===== src/rtl/intr_ctrl_pkg.sv =====
package intr_ctrl_pkg;

  typedef enum logic {
    ST_WATCH = 1'b0,
    ST_SERVE = 1'b1
  } serve_state_t;

  localparam int unsigned REG_ADDR_W = 2;

  typedef enum logic [REG_ADDR_W-1:0] {
    A_MASK = 2'd0,
    A_BASE = 2'd1,
    A_VEC  = 2'd2,
    A_ACK  = 2'd3
  } reg_addr_t;

endpackage


===== src/rtl/intr_edge_pending.sv =====
module intr_edge_pending #(
  parameter int unsigned N = 8
) (
  input  logic         clk,
  input  logic         rst,
  input  logic [N-1:0] req_i,
  input  logic [N-1:0] clr_i,
  output logic [N-1:0] pend_o
);

  logic [N-1:0] prev_q;

  generate
    for (genvar g = 0; g < N; g++) begin : g_line
      logic rise;
      assign rise = req_i[g] & ~prev_q[g];

      always_ff @(posedge clk) begin
        if (rst) begin
          prev_q[g] <= 1'b0;
          pend_o[g] <= 1'b0;
        end else begin
          prev_q[g] <= req_i[g];
          pend_o[g] <= (pend_o[g] & ~clr_i[g]) | rise;
        end
      end
    end
  endgenerate

endmodule


===== src/rtl/intr_lowest_pick.sv =====
module intr_lowest_pick #(
  parameter int unsigned N     = 8,
  parameter int unsigned IDX_W = (N > 1) ? $clog2(N) : 1
) (
  input  logic [N-1:0]     cand_i,
  output logic             hit_o,
  output logic [IDX_W-1:0] idx_o,
  output logic [N-1:0]     onehot_o
);

  always_comb begin
    idx_o    = '0;
    onehot_o = '0;
    for (int i = N - 1; i >= 0; i--) begin
      if (cand_i[i]) begin
        idx_o    = IDX_W'(i);
        onehot_o = N'(1) << i;
      end
    end
  end

  assign hit_o = |cand_i;

endmodule


===== src/rtl/intr_bus_regs.sv =====
module intr_bus_regs
  import intr_ctrl_pkg::*;
#(
  parameter int unsigned N          = 8,
  parameter int unsigned DATA_W     = 8,
  parameter int unsigned IDX_W      = 3,
  parameter int unsigned RESET_BASE = 32,
  localparam int unsigned BASE_HI_W = DATA_W - IDX_W
) (
  input  logic                  clk,
  input  logic                  rst,
  input  logic [REG_ADDR_W-1:0] addr_i,
  input  logic                  wr_en_i,
  input  logic [DATA_W-1:0]     wdata_i,
  input  logic [DATA_W-1:0]     vec_i,
  output logic [N-1:0]          mask_o,
  output logic [BASE_HI_W-1:0]  base_o,
  output logic                  ack_o,
  output logic [DATA_W-1:0]     rdata_o
);

  localparam logic [BASE_HI_W-1:0] BASE_RST = BASE_HI_W'(RESET_BASE >> IDX_W);

  reg_addr_t sel;
  assign sel   = reg_addr_t'(addr_i);
  assign ack_o = wr_en_i && (sel == A_ACK);

  always_ff @(posedge clk) begin
    if (rst) begin
      mask_o <= '0;
      base_o <= BASE_RST;
    end else if (wr_en_i) begin
      if (sel == A_MASK) mask_o <= wdata_i[N-1:0];
      if (sel == A_BASE) base_o <= wdata_i[DATA_W-1:IDX_W];
    end
  end

  logic [DATA_W-1:0] rd_mux;
  always_comb begin
    unique case (sel)
      A_MASK:  rd_mux = DATA_W'(mask_o);
      A_BASE:  rd_mux = {base_o, {IDX_W{1'b0}}};
      A_VEC:   rd_mux = vec_i;
      default: rd_mux = '0;
    endcase
  end

  always_ff @(posedge clk) begin
    if (rst) rdata_o <= '0;
    else     rdata_o <= rd_mux;
  end

endmodule


===== src/rtl/intr_ctrl8.sv =====
module intr_ctrl8
  import intr_ctrl_pkg::*;
#(
  parameter int unsigned N          = 8,
  parameter int unsigned DATA_W     = 8,
  parameter int unsigned RESET_BASE = 32
) (
  input  logic              clk,
  input  logic              rst,
  input  logic [N-1:0]      irq_i,
  input  logic [1:0]        addr_i,
  input  logic              wr_en_i,
  input  logic [DATA_W-1:0] wdata_i,
  output logic [DATA_W-1:0] rdata_o,
  output logic              intr_o
);

  localparam int unsigned IDX_W     = (N > 1) ? $clog2(N) : 1;
  localparam int unsigned BASE_HI_W = DATA_W - IDX_W;

  logic [N-1:0]           pend_q;
  logic [N-1:0]           mask_q;
  logic [N-1:0]           clr;
  logic [N-1:0]           pick_oh;
  logic [IDX_W-1:0]       pick_idx;
  logic                   pick_hit;
  logic [BASE_HI_W-1:0]   base_q;
  logic [DATA_W-1:0]      vec_q;
  logic                   ack;
  serve_state_t           state_q;

  intr_edge_pending #(.N(N)) u_pend (
    .clk    (clk),
    .rst    (rst),
    .req_i  (irq_i),
    .clr_i  (clr),
    .pend_o (pend_q)
  );

  intr_lowest_pick #(.N(N), .IDX_W(IDX_W)) u_pick (
    .cand_i   (pend_q & ~mask_q),
    .hit_o    (pick_hit),
    .idx_o    (pick_idx),
    .onehot_o (pick_oh)
  );

  intr_bus_regs #(
    .N(N), .DATA_W(DATA_W), .IDX_W(IDX_W), .RESET_BASE(RESET_BASE)
  ) u_regs (
    .clk     (clk),
    .rst     (rst),
    .addr_i  (addr_i),
    .wr_en_i (wr_en_i),
    .wdata_i (wdata_i),
    .vec_i   (vec_q),
    .mask_o  (mask_q),
    .base_o  (base_q),
    .ack_o   (ack),
    .rdata_o (rdata_o)
  );

  logic take;
  assign take = (state_q == ST_WATCH) && pick_hit;
  assign clr  = take ? pick_oh : '0;

  always_ff @(posedge clk) begin
    if (rst) begin
      state_q <= ST_WATCH;
      vec_q   <= '0;
    end else begin
      unique case (state_q)
        ST_WATCH: if (pick_hit) begin
          vec_q   <= {base_q, pick_idx};
          state_q <= ST_SERVE;
        end
        ST_SERVE: if (ack) state_q <= ST_WATCH;
        default:  state_q <= ST_WATCH;
      endcase
    end
  end

  assign intr_o = (state_q == ST_SERVE);

endmodule


===== config.mk =====
export PLATFORM = sky130hd
export DESIGN_NAME = intr_ctrl8
export DESIGN_NICKNAME = d
export VERILOG_FILES = /design/src/rtl/intr_ctrl_pkg.sv /design/src/rtl/intr_edge_pending.sv /design/src/rtl/intr_lowest_pick.sv /design/src/rtl/intr_bus_regs.sv /design/src/rtl/intr_ctrl8.sv
export SDC_FILE = /design/constraint.sdc
export NUM_CORES = 1
export LEC_CHECK = 0
export BUFFER_PORTS_ARGS = -buffer_cell sky130_fd_sc_hd__buf_4
export CAP_MARGIN = 20
export CORE_MARGIN = 1
export CORE_UTILIZATION = 52
export CTS_BUF_LIST = sky130_fd_sc_hd__clkbuf_4
export DETAILED_ROUTE_END_ITERATION = 12
export PLACE_DENSITY = 0.82
export RECOVER_POWER = 100
export SLEW_MARGIN = 20
export SYNTH_ARGS = -nofsm -noshare
export SYNTH_HDL_FRONTEND = slang
export SYNTH_SLANG_ARGS = --single-unit

===== constraint.sdc =====
create_clock -name clk -period 1.4 [get_ports clk]
set_input_delay 0.28 -clock clk [delete_from_list [all_inputs] [get_ports clk]]
set_output_delay 0.28 -clock clk [all_outputs]
set_load 0.02 [all_outputs]

======== After elaboration in Yosys (flattened, before gate mapping) ========
Index checks and enable logic that the tools add are counted.
word-level totals
  flip-flop bits (word level) ............. 46
  input port bits ......................... 21
  output and inout bits ................... 9
  word-level logic and storage cells ...... 95
cells by class
  equal/unequal tests ..................... 3
  mux-type cells .......................... 21
  bitwise gates (word level) .............. 43
  reductions and logical operators ........ 7
operator list
  operator              count
  $mux W8               9
  $mux W3               8
  $pmux W8 S3           1
  $not A1 Y1            17
  $and A1 B1 Y1         16
  $and A8 B8 Y8         1
  $not A8 Y8            1
  $or A1 B1 Y1          8
  $reduce_or A8 Y1      1
  $reduce_and A2 Y1     3
  $eq A2 B2 Y1 const B  2
  $eq A2 B1 Y1 const B  1
  $logic_and A1 B1 Y1   2
  $logic_not A2 Y1      1
  $mux W1               2
  $pmux W1 S2           1

======== Depth between registers and ports, before layout ========
  depth in word-level cells ............... 14
  gate-level depth with buffers ........... 5
  mapped depth without buffers ............ 4

======== By module ========
From an unflattened synthesis, not the netlist that was laid out.
unflattened totals
  cells, all modules ...................... 220
  area, all modules ....................... 2,074.5 sq um
by module, submodules not included
  module             instances  cells each  area each (sq um)  seq. area each (sq um)
  intr_bus_regs      1          93          865.8              420.4
  intr_edge_pending  1          49          564.3              320.3
  intr_ctrl8         1          55          499.2              180.2
  intr_lowest_pick   1          23          145.1              0.0

======== Worst setup path before layout ========
No wires, ideal clock.
  path kind ............................... register to register
  start point ............................. register state_q, in the netlist intr_o
  end point ............................... register u_pend.pend_o[6]
  library setup time ...................... 138 ps
  arrival time ............................ 1,266 ps
  required time ........................... 1,262 ps
  path slack .............................. -3 ps
  stages on the path, launching flop included .. 5
  path buffers ............................ 1
  period minus slack after synthesis ...... 1,403 ps
  path through ............................ dfxtp_1 or3_1 buf_2 nor4_1 a211oi_1
between the ends
  word-level cells in the longest chain between the ends .. 6
ends and longest elaborated chain
  item                             line                     RTL
  from (decl)                      intr_ctrl8.sv:30         serve_state_t state_q;
  from (signal assigned)           intr_ctrl8.sv:68         state_q <= ST_WATCH;
  from (signal assigned)           intr_ctrl8.sv:74         state_q <= ST_SERVE;
  from (signal assigned)           intr_ctrl8.sv:76         ST_SERVE: if (ack) state_q <= ST_WATCH;
  $not A1 Y1 (no source line)      -
  $logic_and A1 B1 Y1              intr_ctrl8.sv:63         assign take = (state_q == ST_WATCH) && pick_hit;
  $mux W8                          intr_ctrl8.sv:64         assign clr = take ? pick_oh : '0;
  $not A1 Y1                       intr_edge_pending.sv:24  pend_o[g] <= (pend_o[g] & ~clr_i[g]) | rise;
  $and A1 B1 Y1                    intr_edge_pending.sv:24
  $or A1 B1 Y1                     intr_edge_pending.sv:24
  to (signal, indexed assignment)  intr_edge_pending.sv:24
  to (decl)                        intr_edge_pending.sv:8   output logic [N-1:0] pend_o
Every way passes these cells.
A chain may end at the register's enable or synchronous reset.

======== Worst setup path after layout ========
  start point ............................. register u_pend.pend_o[3]
  end point ............................... register vec_q[4]
between the ends
  word-level cells in the longest chain between the ends .. 3
ends and longest elaborated chain
  item                                line                    RTL
  $and A8 B8 Y8                       intr_ctrl8.sv:41        .cand_i (pend_q & ~mask_q),
  $reduce_or A8 Y1                    intr_lowest_pick.sv:22  assign hit_o = |cand_i;
  $reduce_and A2 Y1 (no source line)  -
  to (signal assigned)                intr_ctrl8.sv:73        vec_q <= {base_q, pick_idx};
  to (decl)                           intr_ctrl8.sv:28        logic [DATA_W-1:0] vec_q;
Every way passes these cells.

==> impl_metrics.tcl <==
set metrics [dict create \
    worstRegToRegCells 5 \
    initial_core_util_pct 56.1 \
    hp-class "in -> reg" \
    critPathCaptureType "flop" \
    asr_flop_ratio_synth_pct 0 \
    postLayoutSetupSlackWorst_ns -0.00568 \
    setup_viol 1 \
    cts_buffer_count 5 \
    slew_headroom_pct 68.6 \
    worst-endpoint-required_ns 1.69 \
    total_power_mw 2.54 \
    syn_area_mm2 0.00193 \
    fin_util_pct 68.7 \
    worst_supply_voltage_drop_on_vdd_mv 0.696 \
    clockRootBuffer "clkbuf_4" \
    insertion_delay_ns 0.36 \
    die_h_um 62.9 \
    numClockSinks 46 \
    antenna_found_initial 0 \
    most_frequent_cell_after_synthesis "dfxtp_1" \
    critical_path.max_fanout 3 \
    num-nets-final 266 \
    grt_remaining_overflow 0 \
    global_route_wire_length_before_repair_mm 6.42 \
    drtPass1Iterations 4 \
    static-leakage-power_nw 0.982 \
    crit-reg2reg-capture "vec_q[4]$_SDFFE_PP0P_" \
    nFillCells 304 \
    crit-reg2reg-launch "u_pend.pend_o[3]$_SDFF_PP0_" \
    violated_checks "negative setup slack" \
    area_of_the_multi_input_gates_um2 988 \
    avgViaCountPerCell 5.27 \
    max_slew.worst_pin.slew_ns 0.472 \
    via_count 1535 \
    syn_inst 197 \
    port_buffers 29 \
    min_period_over_period_pct 100 \
    gp_routability_congestion 0.851 \
    commonest_cells_in_the_netlist "dfxtp_1, nor2_1, mux2i_1, nand2b_1, a21oi_1" \
    average_detailed_routed_wire_length_per_instance_um 13.2 \
    post_synth_xor_area_fraction_pct 0 \
    synthMuxAreaShare_pct 12.4 \
    holdWs_ns 0.125 \
    area.growth.synth_to_final_pct 22.6 \
    clock_path_buffers 2 \
    synth_top_family_by_area "simple AND/OR/NAND/NOR gates" \
    syn-mean-instance-area_um2 9.80 \
    clkSlewWorstSetupHoldPaths_ns 0.12 \
    grt_max_degree 46 \
    timing_max_transition_violations_final 0 \
    beginning_of_the_worst_hold_path "addr_i[0]" \
    die_area_mm2 0.00396 \
    drtIter0Drc 81 \
    wl_mm 3.83 \
    synth.top_cell.area_share_pct 47.7 \
    hold-path-endpoint "u_regs.rdata_o[1]$_SDFF_PP0_" \
    yosys.area_share.simple_pct 22.0 \
    yosys-top-cells-area "dfxtp_1, mux2i_1, nand2b_1, nor2_1, a21oi_1" \
    detail_route.drc_violations 0 \
    startpoint_type "flop" \
    cts_tree "done" \
    post_route_cells_drive_above_1_share_pct 24.5 \
    final_hold_viol_count 0 \
    ant_nets 0 \
    tns_ns -0.00568 \
    r2r_setup_slk_ns -0.006 \
    min_path_cells 2 \
    std_cell_rows 21 \
    ys.flop_type "dfxtp_1" \
    critical_path_class "reg -> reg" \
    dieWidth_um 62.9 \
    synth_adder_area_share_pct 0 \
    hpwl_mm 2.66 \
    h_tree_depth_reported_by_cts 2 \
    postSynthNetCount 218 \
    grt_util_all_layers_pct 21.1 \
    final-instance-count-excl-fill 291 \
    worstPathArrival_ns 1.69 \
    yosys_register_bits 46 \
    coreArea_mm2 0.00344 \
    synth-edff-count 0 \
    grt_pass1_vias 1431 \
    outcome "finished, violations left" \
    io_pins 30 \
    synth_largest_area_cell "dfxtp_1" \
    fmax_mhz 711 \
    place_inst 281 \
    rsz0062_at_grt "yes" \
    drv_cap 0 \
    synth_sequential_area_ratio_pct 47.7 \
    clock-skew-final_ns 0.00690 \
    cellPowerDensity_mw_per_mm2 1070 \
    synthesis.yosys.warnings 0 \
    layout_min_cycle_time_ns 1.41 \
    antenna_cells 0 \
    storage_cell_area_um2 925 \
    synth-compound-area-share_pct 13.9 \
    netlist-cell-type-count 36 \
]
==> cells by family (layout without fill, tap and decap cells) <==
kind of cell,count (synthesis),count (layout)
AND/OR/NAND/NOR,77,77
flip-flops,46,46
AO/OA/AOI/OAI,35,35
multiplexers,24,24
buffers and inverters,15,63
==> sequential cells by signal, summed over array words and instances (netlist names) <==
name and cells:
intr_o 1, u_pend.pend_o 8, u_pend.prev_q 8, u_regs.base_o 5, u_regs.mask_o 8, u_regs.rdata_o 8, vec_q 8
==> worst max path at each step <==
stage                                            from                           to  slack (ns)  cells past startpoint
after global placement    u_pend.pend_o[1]$_SDFF_PP0_  u_pend.pend_o[7]$_SDFF_PP0_       -0.01                      4
after global routing      u_pend.pend_o[3]$_SDFF_PP0_        vec_q[7]$_SDFFE_PP0P_       -0.07                      5
after floorplan           u_pend.pend_o[1]$_SDFF_PP0_  u_pend.pend_o[6]$_SDFF_PP0_        0.03                      5
after detailed placement  u_pend.pend_o[1]$_SDFF_PP0_  u_pend.pend_o[7]$_SDFF_PP0_       -0.08                      4
final                     u_pend.pend_o[3]$_SDFF_PP0_        vec_q[4]$_SDFFE_PP0P_      -0.006                      5
after CTS                 u_pend.pend_o[3]$_SDFF_PP0_        vec_q[6]$_SDFFE_PP0P_      0.0003                      5
==> metrics by stage <==
stage               setup WS [ns]  instance area [µm²]
floorplan                  0.0317                 1930
global placement          -0.0120                 2290
detailed placement        -0.0826                 2290
CTS                      0.000278                 2380
global route              -0.0666                 2370
finish                   -0.00568                 2370
==> layer usage <==
layer | share of wire (%) | global-route usage (%)
met5 | 0 | 0
met4 | 2.7 | 11.0
met3 | 3.8 | 5.11
met2 | 48 | 33.9
met1 | 46 | 25.9
==> what timing repair did <==
item	CTS	global route
resized for setup	3	15
endpoints found under the setup margin	7	12
buffers inserted	3	0
hold buffers	0	0
pin swaps	1	1
==> layout by cell type, fill, tap and decap left out, types with 2 or more instances in the layout <==
cell,Yosys,final
clkbuf_1,3,16
nand2b_1,17,17
nor2_1,28,28
nor2b_1,12,12
mux2i_1,24,23
nor3_1,4,4
and2b_2,2,2
o21ai_0,3,3
a211o_1,2,2
dfxtp_2,0,3
or2b_1,2,2
a21oi_1,15,15
dfxtp_1,46,43
buf_6,2,2
a211oi_1,3,3
buf_4,0,31
inv_1,6,6
clkbuf_4,0,7
o31ai_1,3,2
==> final cells by class <==
type / instances / area share (%)
Sequential cell: 46 / 39.1
Clock buffer: 7 / 2.22
Inverter: 6 / 0.952
Tap cell: 46 / 2.43
Timing Repair Buffer: 50 / 13.5
Multi-Input combinational cell: 136 / 41.8
==> power by group <==
group	switching (mW)	internal [mW]
logic	0.250	0.250
clock network	0.389	0.229
registers	0.0378	1.38
==> worst max-delay path: stages, from the launching register on <==
cell     delay (ns)
dfxtp_2        0.34
or2b_1         0.25
and2_4         0.15
a41oi_4        0.25
buf_6          0.14
mux2i_4        0.20
Power figures use the tool's default switching activity.
